<file path="src/rtl/dvfs_pkg.sv">
package dvfs_pkg;
   localparam int VID_W = 6;

   typedef enum logic [1:0] {
      SQ_IDLE  = 2'd0,
      SQ_VSTEP = 2'd1,
      SQ_PLL   = 2'd2
   } seq_st_t;

   typedef enum logic [1:0] {
      TH_COOL = 2'd0,
      TH_DOWN = 2'd1,
      TH_HOLD = 2'd2,
      TH_UP   = 2'd3
   } th_st_t;
endpackage

</file>
<file path="src/rtl/dvfs_countdown.sv">
module dvfs_countdown #(
   parameter int W = 4
) (
   input  logic         clk,
   input  logic         rst_n,
   input  logic         load,
   input  logic [W-1:0] val,
   output logic         zero
);
   logic [W-1:0] cnt_q;

   always_ff @(posedge clk or negedge rst_n) begin
      if (!rst_n)             cnt_q <= '0;
      else if (load)          cnt_q <= val;
      else if (cnt_q != '0)   cnt_q <= cnt_q - W'(1);
   end

   assign zero = (cnt_q == '0);
endmodule

</file>
<file path="src/rtl/dvfs_step_engine.sv">
module dvfs_step_engine
   import dvfs_pkg::*;
#(
   parameter int                RATIO_W   = 8,
   parameter int                DW        = 4,
   parameter bit                STEP_ONE  = 1'b1,
   parameter logic [VID_W-1:0]  RST_VID   = 6'd30,
   parameter logic [RATIO_W-1:0] RST_RATIO = 8
) (
   input  logic               clk,
   input  logic               rst_n,
   input  logic               start,
   input  logic [VID_W-1:0]   tgt_vid,
   input  logic [RATIO_W-1:0] tgt_ratio,
   input  logic [DW-1:0]      dwell,
   input  logic               pll_ack,
   output logic [VID_W-1:0]   vid,
   output logic [RATIO_W-1:0] ratio,
   output logic               pll_req,
   output logic               idle
);
   seq_st_t              st_q;
   logic [VID_W-1:0]     vid_q, tv_q, vid_nx;
   logic [RATIO_W-1:0]   ratio_q, tr_q;
   logic                 preq_q, pa_q;
   logic                 dz, ld;

   generate
      if (STEP_ONE) begin : g_single
         assign vid_nx = (tv_q > vid_q) ? vid_q + VID_W'(1) : vid_q - VID_W'(1);
      end else begin : g_jump
         assign vid_nx = tv_q;
      end
   endgenerate

   assign ld = (st_q == SQ_VSTEP) && dz && (vid_q != tv_q);

   dvfs_countdown #(.W(DW)) u_dwell (
      .clk(clk), .rst_n(rst_n), .load(ld), .val(dwell), .zero(dz)
   );

   always_ff @(posedge clk or negedge rst_n) begin
      if (!rst_n) begin
         st_q    <= SQ_IDLE;
         vid_q   <= RST_VID;
         ratio_q <= RST_RATIO;
         preq_q  <= 1'b0;
         tv_q    <= RST_VID;
         tr_q    <= RST_RATIO;
         pa_q    <= 1'b0;
      end else begin
         unique case (st_q)
            SQ_IDLE: begin
               if (start && !(tgt_vid == vid_q && tgt_ratio == ratio_q)) begin
                  tv_q <= tgt_vid;
                  tr_q <= tgt_ratio;
                  if (tgt_ratio > ratio_q) begin
                     st_q <= SQ_VSTEP;
                     pa_q <= 1'b1;
                  end else if (tgt_ratio < ratio_q) begin
                     st_q    <= SQ_PLL;
                     ratio_q <= tgt_ratio;
                     preq_q  <= 1'b1;
                     pa_q    <= 1'b0;
                  end else begin
                     st_q <= SQ_VSTEP;
                     pa_q <= 1'b0;
                  end
               end
            end
            SQ_VSTEP: begin
               if (dz) begin
                  if (vid_q != tv_q) begin
                     vid_q <= vid_nx;
                  end else if (pa_q) begin
                     st_q    <= SQ_PLL;
                     ratio_q <= tr_q;
                     preq_q  <= 1'b1;
                     pa_q    <= 1'b0;
                  end else begin
                     st_q <= SQ_IDLE;
                  end
               end
            end
            SQ_PLL: begin
               if (pll_ack) begin
                  preq_q <= 1'b0;
                  st_q   <= (vid_q != tv_q) ? SQ_VSTEP : SQ_IDLE;
               end
            end
            default: st_q <= SQ_IDLE;
         endcase
      end
   end

   assign vid     = vid_q;
   assign ratio   = ratio_q;
   assign pll_req = preq_q;
   assign idle    = (st_q == SQ_IDLE);
endmodule

</file>
<file path="src/rtl/dvfs_thermal_loop.sv">
module dvfs_thermal_loop
   import dvfs_pkg::*;
#(
   parameter int RATIO_W  = 8,
   parameter int HOLD_CYC = 4000
) (
   input  logic               clk,
   input  logic               rst_n,
   input  logic               die_hot,
   input  logic               seq_idle,
   input  logic [VID_W-1:0]   lo_vid,
   input  logic [RATIO_W-1:0] lo_ratio,
   input  logic [VID_W-1:0]   cur_vid,
   input  logic [RATIO_W-1:0] cur_ratio,
   output logic               th_start,
   output logic [VID_W-1:0]   th_vid,
   output logic [RATIO_W-1:0] th_ratio,
   output logic               th_cool,
   output logic               irq
);
   localparam int HW = $clog2(HOLD_CYC + 1);
   localparam logic [HW-1:0] HOLD_V = HW'(HOLD_CYC);

   th_st_t               st_q, st_d;
   logic [VID_W-1:0]     home_v_q;
   logic [RATIO_W-1:0]   home_r_q;
   logic                 irq_q, hload, hz;

   dvfs_countdown #(.W(HW)) u_hold (
      .clk(clk), .rst_n(rst_n), .load(hload), .val(HOLD_V), .zero(hz)
   );

   always_comb begin
      st_d     = st_q;
      th_start = 1'b0;
      th_vid   = lo_vid;
      th_ratio = lo_ratio;
      hload    = 1'b0;
      unique case (st_q)
         TH_COOL: if (die_hot && seq_idle) begin
            th_start = 1'b1;
            st_d     = TH_DOWN;
         end
         TH_DOWN: if (seq_idle) begin
            hload = 1'b1;
            st_d  = TH_HOLD;
         end
         TH_HOLD: if (hz) begin
            if (!die_hot) begin
               th_start = 1'b1;
               th_vid   = home_v_q;
               th_ratio = home_r_q;
               st_d     = TH_UP;
            end else begin
               hload = 1'b1;
            end
         end
         TH_UP: if (seq_idle) st_d = TH_COOL;
         default: st_d = TH_COOL;
      endcase
   end

   always_ff @(posedge clk or negedge rst_n) begin
      if (!rst_n) begin
         st_q     <= TH_COOL;
         home_v_q <= '0;
         home_r_q <= '0;
         irq_q    <= 1'b0;
      end else begin
         st_q  <= st_d;
         irq_q <= th_start;
         if (st_q == TH_COOL && th_start) begin
            home_v_q <= cur_vid;
            home_r_q <= cur_ratio;
         end
      end
   end

   assign th_cool = (st_q == TH_COOL);
   assign irq     = irq_q;
endmodule

</file>
<file path="src/rtl/dvfs_sequencer.sv">
module dvfs_sequencer
   import dvfs_pkg::*;
#(
   parameter int                 RATIO_W   = 8,
   parameter int                 DW        = 4,
   parameter int                 HOLD_CYC  = 4000,
   parameter int                 BUSY_MAX  = 1000,
   parameter bit                 STEP_ONE  = 1'b1,
   parameter logic [5:0]         RST_VID   = 6'd30,
   parameter logic [RATIO_W-1:0] RST_RATIO = 8
) (
   input  logic               clk,
   input  logic               rst_n,
   input  logic               req_valid,
   input  logic [5:0]         req_vid,
   input  logic [RATIO_W-1:0] req_ratio,
   input  logic [DW-1:0]      step_dwell,
   input  logic [5:0]         lo_vid,
   input  logic [RATIO_W-1:0] lo_ratio,
   input  logic               die_hot,
   input  logic               pll_ack,
   output logic [5:0]         vid_out,
   output logic [RATIO_W-1:0] ratio_out,
   output logic               pll_req,
   output logic               core_hold,
   output logic               therm_irq
);
   generate
      if (VID_W != 6) begin : g_bad_vid
         $error("voltage code must be 6 bits");
      end
      if (RATIO_W < 2) begin : g_bad_ratio
         $error("RATIO_W must be at least 2");
      end
      if (DW < 1) begin : g_bad_dw
         $error("DW must be at least 1");
      end
      if (HOLD_CYC < 1) begin : g_bad_hold
         $error("HOLD_CYC must be at least 1");
      end
      if (BUSY_MAX < 8) begin : g_bad_busy
         $error("BUSY_MAX too small");
      end
   endgenerate

   logic               pend_q;
   logic [5:0]         pv_q;
   logic [RATIO_W-1:0] pr_q;
   logic               seq_idle, th_start, th_cool, sw_go, go;
   logic [5:0]         th_vid, go_vid;
   logic [RATIO_W-1:0] th_ratio, go_ratio;

   dvfs_thermal_loop #(.RATIO_W(RATIO_W), .HOLD_CYC(HOLD_CYC)) u_therm (
      .clk(clk), .rst_n(rst_n), .die_hot(die_hot), .seq_idle(seq_idle),
      .lo_vid(lo_vid), .lo_ratio(lo_ratio),
      .cur_vid(vid_out), .cur_ratio(ratio_out),
      .th_start(th_start), .th_vid(th_vid), .th_ratio(th_ratio),
      .th_cool(th_cool), .irq(therm_irq)
   );

   assign sw_go    = seq_idle && pend_q && th_cool && !th_start;
   assign go       = th_start || sw_go;
   assign go_vid   = th_start ? th_vid   : pv_q;
   assign go_ratio = th_start ? th_ratio : pr_q;

   always_ff @(posedge clk or negedge rst_n) begin
      if (!rst_n) begin
         pend_q <= 1'b0;
         pv_q   <= '0;
         pr_q   <= '0;
      end else if (req_valid) begin
         pend_q <= 1'b1;
         pv_q   <= req_vid;
         pr_q   <= req_ratio;
      end else if (sw_go) begin
         pend_q <= 1'b0;
      end
   end

   dvfs_step_engine #(
      .RATIO_W(RATIO_W), .DW(DW), .STEP_ONE(STEP_ONE),
      .RST_VID(RST_VID), .RST_RATIO(RST_RATIO)
   ) u_eng (
      .clk(clk), .rst_n(rst_n), .start(go),
      .tgt_vid(go_vid), .tgt_ratio(go_ratio), .dwell(step_dwell),
      .pll_ack(pll_ack), .vid(vid_out), .ratio(ratio_out),
      .pll_req(pll_req), .idle(seq_idle)
   );

   assign core_hold = !seq_idle;
endmodule

</file>
<file path="config.mk">
export PLATFORM = sky130hd
export DESIGN_NAME = dvfs_sequencer
export DESIGN_NICKNAME = d
export VERILOG_FILES = /design/src/rtl/dvfs_pkg.sv /design/src/rtl/dvfs_countdown.sv /design/src/rtl/dvfs_step_engine.sv /design/src/rtl/dvfs_thermal_loop.sv /design/src/rtl/dvfs_sequencer.sv
export SDC_FILE = /design/constraint.sdc
export NUM_CORES = 1
export LEC_CHECK = 0
export BUFFER_PORTS_ARGS = -buffer_cell sky130_fd_sc_hd__clkbuf_2
export CORE_ASPECT_RATIO = 1.2
export CORE_UTILIZATION = 55
export DETAILED_ROUTE_END_ITERATION = 16
export GPL_ROUTABILITY_DRIVEN = 1
export PLACE_DENSITY = 0.76
export SLEW_MARGIN = 10
export SYNTH_ARGS = -nofsm -noshare
export SYNTH_HDL_FRONTEND = slang
export SYNTH_SLANG_ARGS = --single-unit
</file>
<file path="constraint.sdc">
create_clock -name clk -period 4.97 [get_ports clk]
set_input_delay 1.491 -clock clk [delete_from_list [all_inputs] [get_ports clk]]
set_output_delay 1.491 -clock clk [all_outputs]
set_load 0.05 [all_outputs]
</file>
==> results of run 1 <==
kinds of logic after synthesis:
| family | Yosys count | synth area share (%) |
|---|---|---|
| flip-flops | 80 | 45.7 |
| multiplexers | 59 | 14.8 |
| XOR/XNOR | 22 | 4.37 |
| adder cells (fa/ha/maj) | 26 | 7.55 |
| AND/OR/NAND/NOR | 118 | 14.0 |
| buffers and inverters | 43 | 4.06 |
| AO/OA/AOI/OAI | 68 | 9.48 |
worst paths after layout:
path | cells after the start | slack (ps) | from | end
worst max-delay path | 15 | 620 | die_hot | u_eng.ratio[1]
worst min-delay path | 2 | 480 | u_eng.tv_q[3] | u_eng.tv_q[3]
worst max register to register | 13 | 910 | u_therm.u_hold.cnt_q[4] | u_eng.ratio[1]
worst min register to register | 2 | 480 | u_eng.tv_q[3] | u_eng.tv_q[3]
max in group asynchronous | 1 | 2990 | rst_n | u_eng.pll_req
min in group asynchronous | 1 | 1280 | rst_n | pv_q[0]
sequential cells by signal, summed over array words and instances, names as in the netlist, 2 cells and up:
signal / flops
u_eng.u_dwell.cnt_q: 4
u_eng.tv_q: 6
u_eng.tr_q: 8
u_eng.st_q: 2
u_eng.vid: 6
u_therm.st_q: 2
pr_q: 8
u_therm.home_v_q: 6
u_therm.home_r_q: 8
u_therm.u_hold.cnt_q: 12
u_eng.ratio: 8
pv_q: 6
power breakdown:
part | total, mW | switching [mW] | internal [mW]
registers | 1.16 | 0.213 | 0.944
clock network | 0.513 | 0.231 | 0.282
logic | 1.75 | 1.03 | 0.726
total | 3.42 | 1.47 | 1.95
per-stage QoR:
stage                     instances  setup WS [ps]  utilization [%]
after floorplan                 416            272                -
after global placement          554            375             61.8
after detailed placement        554            309             61.8
after CTS                       570            647             64.5
after global routing            570            348             64.5
final                           570            619             64.5
critical path, delay by kind of cell:
| family | cells | cell delay (ps) |
|---|---|---|
| AND/OR/NAND/NOR | 8 | 1570 |
| buffers and inverters | 1 | 140 |
| adder cells (fa/ha/maj) | 1 | 280 |
| multiplexers | 1 | 300 |
| AO/OA/AOI/OAI | 4 | 790 |
layer usage:
metal  wire [um]  share of wire [%]  GRT usage [%]
met1        4100                 44           30.2
met2        4690                 50           41.4
met3         395                4.2           4.93
met4         195                2.1           10.7
met5           0                  0              0
cell type report:
| type | count | area, um^2 |
|---|---|---|
| multi-input cells | 293 | 2220 |
| clock buffers | 12 | 135 |
| repair buffers | 57 | 298 |
| clock inverters | 4 | 70.1 |
| flip-flops and latches | 80 | 2010 |
| inverters | 32 | 120 |
| well taps | 92 | 115 |
| fillers | 613 | 2740 |
cell usage in the layout, fill, tap and decap left out, types with 8 or more instances in the layout:
cell type,n
a21oi_1,10
clkbuf_2,52
clkbuf_8,9
dfrtp_1,70
dfstp_2,10
ha_1,25
inv_1,32
mux2_2,39
mux2i_1,17
nand2_1,38
nor2_1,33
nor3_1,8
o21ai_0,29
o22ai_1,8
xnor2_1,16
==> metrics.cfg, run 1 <==
[critical_path]
end_kind=register
crit_required_ps=5200
critPathMaxStageDelay_ps=380
critPathKind=input port to register
path_max_fanout=9
cp-start-kind=input port
cp_slowest_cell=nor4bb_1
crit_arrival_ps=4580
crit_chain=clkbuf_2 > nor4bb_1 > nand4_2 > nand2_1 > nor2_1 > nor2_1 > ha_1 > nor2b_1 > o21a_1 > o21ai_0 > nand2_1 > a221oi_1 > and3_2 > a21oi_4 > mux2_2

[layout]
diodes=0
stdcell_area_mm2=0.00497
syn2layout_area_growth_pct=12.7
drive_gt1_share_pct=27.0
nets=536

[timing]
maxClockFrequency_mhz=230
fin_crit_ps=4350
hold_slack_ps=479
relSlewSlack_pct=30.2
finalSetupViolations=0
final-hold-violation-count=0
post-route-period-util_pct=87.6
maxSlewViolCount=0
setup_tns_ps=0
tightestPinTransition_ps=1050
rsz0062_at_grt=no
fin_skew_ps=8.64

[die]
core_mm2=0.00771
die_w_um=83.7
die_h_um=100
row_count=35
start_util_pct=57.2
floorplan.die_area_mm2=0.00838
ioPinCount=54

[global_route]
grt_max_degree=81
grt_pass1_wl_mm=16.0
grt_overflow_total=0
grtUsageTotal_pct=24.3
antenna_found_initial=0
grt_pass1_vias=3370

[synth]
synthCells=416
avgSynthCellArea_um2=10.6
synth_nets=479
ys_top_cells_by_area=dfrtp_1 40%, mux2_2 10%, ha_1 7.1%
ys_types=50
ys_ff_latch=80
synth_top_area_share_pct=39.7
synth_ff_type=dfrtp_1
synth_edf_count=0
ys_warn_count=0
synthTopCellsByCount=70 x dfrtp_1, 39 x mux2_2, 38 x nand2_1, 33 x nor2_1, 32 x inv_1
syn_area_mm2=0.00441
yosys.area.top_type=dfrtp_1
post-synth-top-count-cell=dfrtp_1
async_flop_share_pct=100
ys_seq_area_share_pct=45.7

[cts]
cts-buffers-inserted=9
clockBufferDepth=2
cts-resized-gates=0
clock-sinks=80
insertion_delay_ps=350
htreeDepth=3
cts_root_buffer=clkbuf_8
post_cts_buffers=0
cts_tree=yes
clk_pin_slew_ps=80
postCtsHoldBufs=0

[placed_design]
hpwl_mm=6.74
numPortBuffers=53
gp_congestion=0.931
placed_cell_area_mm2=0.00476

[run]
maxCapViolCount=0

[pwr]
p_leak_nw=2.37
vdd.ir_drop.worst_mv=0.462
p_total_mw=3.42
power_density_mw_per_mm2=689

[detailed_routing]
ant_nets=0
vias=3236
drc_errors=0
viasPerCell=5.68
drt-pass1-iter-count=4
wl_mm=9.38
initialDrtViolationCount=211
wl_per_cell_um=16.5

[hold_path]
hold_class=register to register

[run_status]
run_status=finished, final reports clean

(Power assumes the default switching activity.)
==> inputs of run 2 (changes only) <==
--- a/config.mk
+++ b/config.mk
@@ -6,7 +6,6 @@
 export NUM_CORES = 1
 export LEC_CHECK = 0
 export BUFFER_PORTS_ARGS = -buffer_cell sky130_fd_sc_hd__clkbuf_2
-export CORE_ASPECT_RATIO = 1.2
 export CORE_UTILIZATION = 55
 export DETAILED_ROUTE_END_ITERATION = 16
 export GPL_ROUTABILITY_DRIVEN = 1
==> constraint.sdc (replaced) <==
create_clock -name clk -period 5.58 [get_ports clk]
set_input_delay 1.674 -clock clk [delete_from_list [all_inputs] [get_ports clk]]
set_output_delay 1.674 -clock clk [all_outputs]
set_load 0.05 [all_outputs]
==> metrics.cfg, run 2 (same netlist as run 1, synthesis figures left out) <==
[run_status]
run_status=finished, final reports clean

[die]
die_w_um=91.5
row_count=32
ioPinCount=54
start_util_pct=57.1
die_h_um=91.5
floorplan.die_area_mm2=0.00838
core_mm2=0.00773

[placed_design]
numPortBuffers=53
placed_cell_area_mm2=0.00477
gp_congestion=0.837
hpwl_mm=6.62

[critical_path]
critPathMaxStageDelay_ps=520
crit_arrival_ps=4920
critical_path.startpoint=die_hot
r2r_start=u_therm.u_hold.cnt_q[5]
critPathCapture=u_eng.ratio[1]
end_kind=register
crit_chain=clkbuf_2 > nor4bb_1 > nand4_2 > nand2_1 > nor2_1 > nor2_1 > ha_1 > nor2b_1 > o21a_1 > o21ai_0 > nand2_1 > a221oi_1 > and3_2 > a21oi_4 > mux2_2
critPathKind=input port to register
rrSetupSlack_ps=1410
cp-start-kind=input port
cp_slowest_cell=a221oi_1
crit_required_ps=5820
r2r_end=u_eng.ratio[1]
path_max_fanout=9
ff2ff_path_depth=13

[global_route]
grt_max_degree=81
grtUsageTotal_pct=23.7
grt_pass1_vias=3234
grt_pass1_wl_mm=15.4
grt_overflow_total=0
antenna_found_initial=0

[timing]
hold_slack_ps=480
final-hold-violation-count=0
fin_crit_ps=4680
rsz0062_at_grt=no
relSlewSlack_pct=32.1
maxSlewViolCount=0
post-route-period-util_pct=83.9
maxClockFrequency_mhz=214
fin_skew_ps=10.6
finalSetupViolations=0
tightestPinTransition_ps=1020
setup_tns_ps=0

[cts]
clock-sinks=80
clockBufferDepth=2
cts_root_buffer=clkbuf_8
clk_pin_slew_ps=90
cts-resized-gates=0
htreeDepth=3
cts_tree=yes
postCtsHoldBufs=0
post_cts_buffers=0
cts-buffers-inserted=9
insertion_delay_ps=350

[layout]
final_cell_mix=70 x dfrtp_1, 52 x clkbuf_2, 39 x mux2_2
utilization_pct=64.3
largest_register_ffs=12
diodes=0
stdcell_area_mm2=0.00497
drive_gt1_share_pct=27.5
syn2layout_area_growth_pct=12.7
nets=535
layout_commonest_cell=dfrtp_1
largest-register=u_therm.u_hold.cnt_q

[detailed_routing]
ant_nets=0
initialDrtViolationCount=178
viasPerCell=5.50
drc_errors=0
vias=3185
wl_mm=9.15
drt-pass1-iter-count=4
wl_per_cell_um=15.8

[pwr]
power_density_mw_per_mm2=607
vdd.ir_drop.worst_mv=0.376
p_leak_nw=2.36
p_sw_share_pct=44.0
clock_power_share_pct=14.6
internal_power_mw=1.69
p_switching_mw=1.33
p_comb_share_pct=51.2
sequentialPowerShare_pct=34.2

[hold_path]
hold_class=register to register

[run]
maxCapViolCount=0

==> run 2: cell count changes in the layout (fill, tap and decap cells not counted), sizes merged <==
| cell | previous run | this run |
|---|---|---|
| buf | 5 | 4 |
| bufinv | 2 | 1 |
| clkbuf | 64 | 61 |
| clkinv | 2 | 1 |
| clkinvlp | 0 | 2 |
| inv | 32 | 35 |
==> run 2: worst min path at each step <==
stage | slack (ps) | cells after the start | to | from
5_1_grt | 500 | 2 | u_eng.tv_q[1] | u_eng.tv_q[1]
2_1_floorplan | 440 | 1 | u_eng.u_dwell.cnt_q[0] | u_eng.u_dwell.cnt_q[0]
4_1_cts | 480 | 2 | u_eng.tv_q[1] | u_eng.tv_q[1]
6_report | 480 | 2 | u_eng.tv_q[1] | u_eng.tv_q[1]
3_5_place_dp | 470 | 2 | u_eng.tv_q[1] | u_eng.tv_q[1]
3_3_place_gp | 460 | 2 | u_therm.home_v_q[1] | u_therm.home_v_q[1]
==> run 2: final cells by class <==
class / instances / area, um^2
clock inverters: 7 / 76.3
fillers: 606 / 2760
repair buffers: 56 / 290
inverters: 32 / 120
flip-flops and latches: 80 / 2010
well taps: 102 / 128
clock buffers: 9 / 124
multi-input cells: 293 / 2220
==> run 2: power by group through the flow <==
stage,Combinational [mW],Clock [mW],Sequential [mW]
2_1_floorplan,1.05,0,1.19
3_3_place_gp,1.49,0,1.03
3_5_place_dp,1.54,0,1.04
4_1_cts,1.55,0.444,1.03
5_1_grt,1.71,0.467,1.07
6_report,1.54,0.439,1.03
==> run 2: metal layers <==
layer	part of all wire [%]	track usage [%]
met1	47	32.7
met2	48	38.1
met3	3.5	3.10
met4	1.5	8.99
met5	0	0
==> run 2: stage by stage <==
| step | instances | worst slack (ps) | total power, mW |
|---|---|---|---|
| 2_1_floorplan | 416 | 699 | 2.24 |
| 3_3_place_gp | 563 | 744 | 2.52 |
| 3_5_place_dp | 563 | 552 | 2.58 |
| 4_1_cts | 579 | 938 | 3.02 |
| 5_1_grt | 579 | 697 | 3.25 |
| 6_report | 579 | 900 | 3.02 |
==> run 2: worst max-delay path: cells and delay by family <==
kind / cells / cell delay (ps)
mux: 1 / 310
compound gates: 4 / 960
fa+ha+maj: 1 / 280
buf+inv: 1 / 130
simple gates: 8 / 1570
